<file path="src/rtl/elink_pkg.sv">
package elink_pkg;

   typedef enum logic [1:0] {
      RATE_80  = 2'd0,
      RATE_160 = 2'd1,
      RATE_320 = 2'd2,
      RATE_OFF = 2'd3
   } rate_e;

   // bits per link per frame at the fastest rate; fixed by 320 Mb/s over a 40 MHz frame
   localparam int MAX_BITS  = 8;
   // fast clock runs at twice the fastest bit rate
   localparam int FRAME_CYC = 2 * MAX_BITS;
   localparam int PH_W      = $clog2(FRAME_CYC);

endpackage

</file>
<file path="src/rtl/elink_phase_gen.sv">
module elink_phase_gen
   import elink_pkg::*;
(
   input  logic            clk,
   input  logic            rst_n,
   output logic [PH_W-1:0] ph,
   output logic [PH_W-1:0] ph_nxt,
   output logic            load
);

   // frame length must be a power of two so the counter wraps on its own
   if ((1 << PH_W) != FRAME_CYC) begin : g_bad_frame
      $error("frame length must be a power of two");
   end

   always_comb begin
      ph_nxt = ph + 1'b1;
      load   = &ph;
   end

   // reset parks the counter on the last phase, so the first edge loads a frame
   always_ff @(posedge clk) begin
      if (!rst_n) ph <= '1;
      else        ph <= ph_nxt;
   end

endmodule

</file>
<file path="src/rtl/elink_group.sv">
module elink_group
   import elink_pkg::*;
#(
   parameter int LANES   = 8,
   parameter int SLICE_W = 2 * LANES
)(
   input  logic               clk,
   input  logic               rst_n,
   input  logic               load,
   input  logic [PH_W-1:0]    ph,
   input  logic [PH_W-1:0]    ph_nxt,
   input  logic [SLICE_W-1:0] slice,
   input  logic [1:0]         rate_in,
   output logic [LANES-1:0]   dout,
   output logic               fclk,
   output logic [1:0]         rate_o
);

   if (SLICE_W != 2 * LANES || SLICE_W < MAX_BITS) begin : g_bad_slice
      $error("slice width must be twice the lane count and at least MAX_BITS");
   end

   rate_e rate_q;
   rate_e eff_rate;
   logic  shift_en;
   logic  clk_nxt;

   // piece of the slice for lane k, left-aligned, unused bits cleared
   function automatic logic [MAX_BITS-1:0] pick(input logic [SLICE_W-1:0] s,
                                                input rate_e r, input int k);
      logic [SLICE_W-1:0] t;
      int                 b;
      b = 2 << int'(r);
      if (r == RATE_OFF || k >= (LANES >> int'(r))) return '0;
      t = s << (k * b);
      return t[SLICE_W-1 -: MAX_BITS] & ~({MAX_BITS{1'b1}} >> b);
   endfunction

   always_comb begin
      eff_rate = load ? rate_e'(rate_in) : rate_q;
      unique case (rate_q)
         RATE_80:  shift_en = &ph[2:0];
         RATE_160: shift_en = &ph[1:0];
         RATE_320: shift_en = ph[0];
         default:  shift_en = 1'b0;
      endcase
      unique case (eff_rate)
         RATE_80:  clk_nxt = ph_nxt[2];
         RATE_160: clk_nxt = ph_nxt[1];
         RATE_320: clk_nxt = ph_nxt[0];
         default:  clk_nxt = 1'b0;
      endcase
   end

   always_ff @(posedge clk) begin
      if (!rst_n) begin
         rate_q <= RATE_OFF;
         fclk   <= 1'b0;
      end else begin
         if (load) rate_q <= rate_e'(rate_in);
         fclk <= clk_nxt;
      end
   end

   for (genvar k = 0; k < LANES; k++) begin : g_lane
      logic [MAX_BITS-1:0] sh;
      always_ff @(posedge clk) begin
         if (!rst_n)        sh <= '0;
         else if (load)     sh <= pick(slice, rate_e'(rate_in), k);
         else if (shift_en) sh <= {sh[MAX_BITS-2:0], 1'b0};
      end
      assign dout[k] = sh[MAX_BITS-1];
   end

   assign rate_o = rate_q;

endmodule

</file>
<file path="src/rtl/elink_slow_lane.sv">
module elink_slow_lane
   import elink_pkg::*;
(
   input  logic            clk,
   input  logic            rst_n,
   input  logic            load,
   input  logic [PH_W-1:0] ph,
   input  logic [PH_W-1:0] ph_nxt,
   input  logic [1:0]      bits_in,
   output logic            dout,
   output logic            lclk
);

   logic [1:0] sh;

   always_ff @(posedge clk) begin
      if (!rst_n) begin
         sh   <= '0;
         lclk <= 1'b0;
      end else begin
         if (load)           sh <= bits_in;
         else if (&ph[2:0])  sh <= {sh[0], 1'b0};
         lclk <= ph_nxt[2];
      end
   end

   assign dout = sh[1];

endmodule

</file>
<file path="src/rtl/elink_distributor.sv">
module elink_distributor
   import elink_pkg::*;
#(
   parameter int GROUPS = 5,
   parameter int LANES  = 8
)(
   input  logic                      clk,
   input  logic                      rst_n,
   input  logic [2*LANES*GROUPS-1:0] field_in,
   input  logic [1:0]                sc_in,
   input  logic [2*GROUPS-1:0]       rate_cfg,
   output logic                      frame_take,
   output logic [LANES*GROUPS-1:0]   link_dout,
   output logic [GROUPS-1:0]         group_clk,
   output logic                      sc_dout,
   output logic                      sc_clk
);

   localparam int SLICE_W = 2 * LANES;

   if (LANES < 4 || (LANES % 4) != 0) begin : g_bad_lanes
      $error("LANES must be a non-zero multiple of 4");
   end
   if (GROUPS < 1) begin : g_bad_groups
      $error("GROUPS must be at least 1");
   end

   logic [PH_W-1:0]     ph;
   logic [PH_W-1:0]     ph_nxt;
   logic                load;
   logic [2*GROUPS-1:0] grp_rate;

   elink_phase_gen phase_i (
      .clk    (clk),
      .rst_n  (rst_n),
      .ph     (ph),
      .ph_nxt (ph_nxt),
      .load   (load)
   );

   for (genvar g = 0; g < GROUPS; g++) begin : g_grp
      elink_group #(.LANES(LANES), .SLICE_W(SLICE_W)) grp_i (
         .clk     (clk),
         .rst_n   (rst_n),
         .load    (load),
         .ph      (ph),
         .ph_nxt  (ph_nxt),
         .slice   (field_in[g*SLICE_W +: SLICE_W]),
         .rate_in (rate_cfg[2*g +: 2]),
         .dout    (link_dout[g*LANES +: LANES]),
         .fclk    (group_clk[g]),
         .rate_o  (grp_rate[2*g +: 2])
      );
   end

   elink_slow_lane slow_i (
      .clk     (clk),
      .rst_n   (rst_n),
      .load    (load),
      .ph      (ph),
      .ph_nxt  (ph_nxt),
      .bits_in (sc_in),
      .dout    (sc_dout),
      .lclk    (sc_clk)
   );

   assign frame_take = load;

endmodule

</file>
<file path="config.mk">
export PLATFORM = sky130hd
export DESIGN_NAME = elink_distributor
export DESIGN_NICKNAME = d
export VERILOG_FILES = /design/src/rtl/elink_pkg.sv /design/src/rtl/elink_phase_gen.sv /design/src/rtl/elink_group.sv /design/src/rtl/elink_slow_lane.sv /design/src/rtl/elink_distributor.sv
export SDC_FILE = /design/constraint.sdc
export NUM_CORES = 1
export LEC_CHECK = 0
export ABC_CLOCK_PERIOD_IN_PS = 3050
export BUFFER_PORTS_ARGS = -buffer_cell sky130_fd_sc_hd__buf_4
export CAP_MARGIN = 5
export CORE_ASPECT_RATIO = 1.75
export CORE_UTILIZATION = 60
export DETAILED_ROUTE_END_ITERATION = 7
export PLACE_DENSITY = 0.81
export SKIP_LAST_GASP = 1
export SYNTH_ARGS = -nofsm -noshare
export SYNTH_HDL_FRONTEND = slang
export SYNTH_SLANG_ARGS = --single-unit
</file>
<file path="constraint.sdc">
create_clock -name clk -period 3.05 [get_ports clk]
set_input_delay 0.305 -clock clk [delete_from_list [all_inputs] [get_ports clk]]
set_output_delay 0.305 -clock clk [all_outputs]
set_load 0.01 [all_outputs]
</file>
* Yosys cells after proc, flatten, opt, wreduce, memory -nomap -nowiden *
Index checks and enable logic that the tools add are counted.

word-level totals
  bits in registers = 342
  input port bits = 94
  output and inout bits = 48
  logic and storage cells = 590

cells by class
  add/sub/neg operators = 1
  $mul = 20
  magnitude comparators = 40
  eq/ne operators = 25
  shifts and indexed selects = 50
  multiplexer cells = 297
  bitwise operators = 45
  reductions and logical operators = 59

operators by type and width
  operator                                             count
  2-to-1 mux 8 bit                                     160
  left shift 16 x 32 -> 16 bit                         35
  >= comparator 4 x 32 -> 1 bit, first input constant  20
  AND 8 bit                                            40
  >= comparator 3 x 32 -> 1 bit, first input constant  10
  multiplier 4 x 32 -> 32 bit, first input constant    10
  >= comparator 1 x 32 -> 1 bit, first input constant  5
  >= comparator 2 x 32 -> 1 bit, first input constant  5
  multiplier 3 x 32 -> 31 bit, first input constant    5
  multiplier 3 x 32 -> 32 bit, first input constant    5
  left shift 2 x 2 -> 32 bit, first input constant     5
  right shift 4 x 2 -> 32 bit, first input constant    5
  right shift 8 x 32 -> 8 bit, first input constant    5
  2-to-1 mux 1 bit                                     120
  logical OR 1 bit                                     40
  NOT 8 bit                                            5
  == test 2 bit, second input constant                 15
  case mux 1 bit (3 select lines)                      10
  == test 2 x 1 -> 1 bit, second input constant        10
  logical NOT 2 bit                                    10
  2-to-1 mux 2 bit                                     7
  nonzero test 2 bit                                   6
  adder 4 x 1 -> 4 bit, second input constant          1
  AND reduction 4 bit                                  1
  2 further kinds                                      2

* Longest topological paths before layout *
  word-level depth = 8
  depth in mapped cells = 14
  mapped depth without buffers = 11

* Hierarchy *
From an unflattened synthesis, not the netlist that was laid out.

unflattened totals
  cells, all modules = 2794
  area, all modules = 22265.1 sq um

modules (own cells, without submodules)
  module                             times used  cells each  area an instance (sq um)  seq. area each (sq um)
  elink_group at g_grp[1].grp_i ...  3           549         4339.2                    1341.3
  elink_group at g_grp[4].grp_i      1           567         4584.4                    1341.3
  elink_group at g_grp[0].grp_i      1           551         4370.4                    1341.3
  elink_phase_gen                    1           17          176.4                     80.1
  elink_slow_lane                    1           12          116.4                     60.1

* Worst setup path before layout *
OpenSTA, ideal clock, no wires.

  path type = input-to-reg
  from = in rate_cfg[9]
  to = reg g_grp[4].grp_i.g_lane[6].sh[1]
  library setup time = 74 ps
  data arrival time = 2660 ps
  path slack = 316 ps
  stages on the path = 12
  path through = inv_1 > ha_1 > clkbuf_1 > inv_1 > clkbuf_1 > nor2_1 > ha_1 > or4_4 > a211oi_2 > and2b_2 > o211ai_1 > a31oi_1

on the way
  word-level cells in the longest chain between the ends = 8

ends and longest elaborated chain
  element                                                                              RTL line                 source
  start, declared                                                                      elink_distributor.sv:11  input logic [2*GROUPS-1:0] rate_cfg,
  parallel branches: the longest is 6 deep, another holds multiplier 3 x 32 -> 31 bit  -
  2-to-1 mux 8 bit (*)                                                                 elink_group.sv:35        t = s << (k * b);
  2-to-1 mux 8 bit (*)                                                                 elink_group.sv:69        else if (load) sh <= pick(slice, rate_e'(rate_in), k);
  end signal, assigned                                                                 elink_group.sv:69
  end signal, assigned                                                                 elink_group.sv:70        else if (shift_en) sh <= {sh[MAX_BITS-2:0], 1'b0};
  end, declared                                                                        elink_group.sv:66        logic [MAX_BITS-1:0] sh;

Mark *: on every way between the ends. The select of a mux whose other input is x is not followed.
A chain may end at the register's enable or synchronous reset.

* Final worst setup path *
  from = reg phase_i.ph[0]
  to = reg g_grp[4].grp_i.fclk

on the way
  word-level cells in the longest chain between the ends = 4

ends and longest elaborated chain
  element                                      RTL line               source
  start, declared                              elink_phase_gen.sv:6   output logic [PH_W-1:0] ph,
  start signal, assigned                       elink_phase_gen.sv:24  else ph <= ph_nxt;
  AND reduction 4 bit                          elink_phase_gen.sv:18  load = &ph;
  2-to-1 mux 2 bit                             -
  == test 2 bit, or another cell as far along  elink_group.sv:47      unique case (eff_rate)
  case mux 1 bit (3 select lines) (*)          elink_group.sv:47
  end signal, assigned                         elink_group.sv:61      fclk <= clk_nxt;
  end, declared                                elink_group.sv:15      output logic fclk,

Mark *: on every way between the ends. The rest lies on a longest branch, timed or not.

==> flow_summary.toml <==
[critical_path]
critPathCaptureType = "flip-flop"
worstReg2RegStart = "phase_i.ph[0]"
worstPathArrival_ns = 3.19
critPathKind = "flip-flop to flip-flop"
start_kind = "flip-flop"
cp-startpoint = "phase_i.ph[0]"
crit_required_ns = 3.45
crit_path_max_fanout = 18

[cells_and_area]
stdcell_count = 3288
syn_to_final_growth_pct = 9.43
fill_cells = 3138
seq_area_sq_um = 6850
n_antenna_cell = 0
drive_above_1_share_pct = 15.4
multi_input_area_sq_um = 14000
final_cell_area_sq_um = 24700
nets = 2965
postLayoutCoreUtil_pct = 67.0

[power_and_ir_drop]
vdd_drop_max_mv = 0.543
leakage_nw = 9.26
power.total_mw = 14.5
power_density_nw_per_um2 = 588

[timing]
period_share_pct = 91.6
hold_ws_ns = 0.0260
maxClockFrequency_mhz = 358
tns_ns = 0
finalWorstPathRequiredPeriod_ns = 2.79
report.final.setup_viol = 0
slew_violations = 0
rsz0062_at_grt = "false"
slew_headroom_pct = 39.6
clock_skew_ns = 0.0198
worstMarginPinSlew_ns = 0.884
finalWorstSetupSlack_ns = 0.257
hold_viol = 0

[min_path]
min_from = "sc_in[0]"
min_path_type = "input pin to flip-flop"

[drt]
final_antenna_net_count = 0
wl_per_cell_um = 23.4
dr.pass1.iters = 7
vias_per_cell = 6.76
vias = 22200
wirelength_mm = 77.1
first_iter_violations = 1479
drc = 0

[global_routing]
antenna_found_initial = 0
first_global_vias = 22200
grt_pass1_wl_mm = 120
track_usage_pct = 39.7
grt_start_max_net_pins = 100
grt-ovfl-total = 0

[clocking]
postCtsSetupBuffers = 0
root_buffer = "clkbuf_16"
cts-hold-fix-buffers = 0
clkTransAtPathRegs_ns = 0.07
cts-resized-gates = 0
cts_tree = "built"
cts_buffers = 34
cts_buffer_depth = 3
clk_latency_ns = 0.54
clock-sinks = 342
h-tree-depth = 2

[synth]
synth_edf_count = 0
yosysWarnings = 0
syn_avg_cell_area_sq_um = 8.00
synthTopCellsByArea = "dfxtp_1 (30%), mux2i_1 (6.8%), nand2_1 (5.8%)"
synthFlopType = "dfxtp_1"
syn_inst = 2820
ys_seq_area_share_pct = 30.3
synth-seq-cells = 342
synth_area_leader_cell = "dfxtp_1"
synth_nets = 2992
syn-cell-area_sq_um = 22600
synth_top_cell_area_share_pct = 30.3
ys_types = 95
async_flop_share_pct = 0

[placement]
dpl_worst_slack_ns = 0.211
gp_congestion = 1.03
dp_cells = 3232
hpwl_mm = 54.7
io_buffers = 141
placed_area_sq_um = 23600

[floorplanning]
pin_count = 142
die_x_um = 149
start_util_pct = 61.2
num_rows = 93
die_h_um = 259
coreArea_sq_um = 36900
dieArea_sq_um = 38400

[job]
cap_violations = 0

[status]
status = "finished clean"
==> Yosys cell counts (22+ instances only) <==
library cell and count:
nand2_1 349, dfxtp_1 342, o21ai_0 215, a21oi_1 211
nor2_1 202, mux2i_1 154, clkbuf_1 138, nand3_1 117
buf_2 99, a31oi_1 87, ha_1 78, buf_4 53
inv_1 51, nor3_1 49, a211oi_1 48, mux4_2 48
a311oi_1 41, nand2b_1 41, mux2_2 35, nand4_1 28
o211ai_1 28, nor2b_1 27, a221oi_1 23, o22ai_1 23
a32oi_1 22
==> flip-flops by register name, summed over array words and instances, names as in the netlist <==
register and cells:
phase_i.ph 4, slow_i.lclk 1, g_grp.grp_i.rate_o 10, g_grp.grp_i.g_lane.sh 320
slow_i.sh 2, g_grp.grp_i.fclk 5
==> area by class of cell <==
class,instances,share of cell area [%]
timing repair buffer,252,7.96
sequential,342,27.7
inverter,57,0.887
clock inverter,10,0.344
clock buffer,46,3.92
multi-input combinational,2106,56.8
tap,475,2.41
==> logic make-up after synthesis <==
kind of cell	count (synthesis)	share of synthesized area (%)
DFF	342	30.3
muxes	237	13.4
buffers and inverters	372	7.75
xor gates and xnor gates	4	0.155
AOI/OAI and AO/OA	846	24.1
adders and majority gates	78	4.32
and+or+nand+nor	941	20.0
==> worst max-delay path, cell delays in order (launching register included) <==
cell	delay, ns
dfxtp_1	0.33
ha_1	0.21
buf_4	0.24
nand3_4	0.17
inv_2	0.45
buf_4	0.36
mux2i_1	0.53
mux2i_1	0.26
o32ai_1	0.09
==> where the power goes <==
part | switching, mW | internal [mW]
Sequential | 0.393 | 5.15
Combinational | 3.11 | 1.76
Clock | 1.80 | 2.31
Total | 5.30 | 9.22
==> final timing paths <==
| kind | end | slack (ns) | cells past startpoint |
|---|---|---|---|
| worst min register to register | g_grp[4].grp_i.g_lane[7].sh[4] | 0.45 | 2 |
| worst min-delay path | slow_i.sh[0] | 0.03 | 3 |
| worst max register to register | g_grp[4].grp_i.fclk | 0.26 | 8 |
| worst max-delay path | g_grp[4].grp_i.fclk | 0.26 | 8 |
==> routing by layer <==
metal | share of wire [%] | track usage [%]
met3 | 6.6 | 6.29
met5 | 0 | 0
met4 | 8.4 | 32.5
met2 | 50 | 69.1
met1 | 35 | 41.9
==> layout by cell type (no fill, tap or decap), types with 35 or more instances in the layout <==
cell type	instances
mux4_2	48
nor3_1	49
dfxtp_1	342
a21oi_1	211
inv_1	51
nand3_1	117
mux2i_1	154
a211oi_1	48
mux2_2	35
a31oi_1	87
a311oi_1	41
nor2_1	202
ha_1	75
nand2_1	349
o21ai_0	213
buf_4	246
nand2b_1	41
clkbuf_16	35
Power figures use the tool's default switching activity.
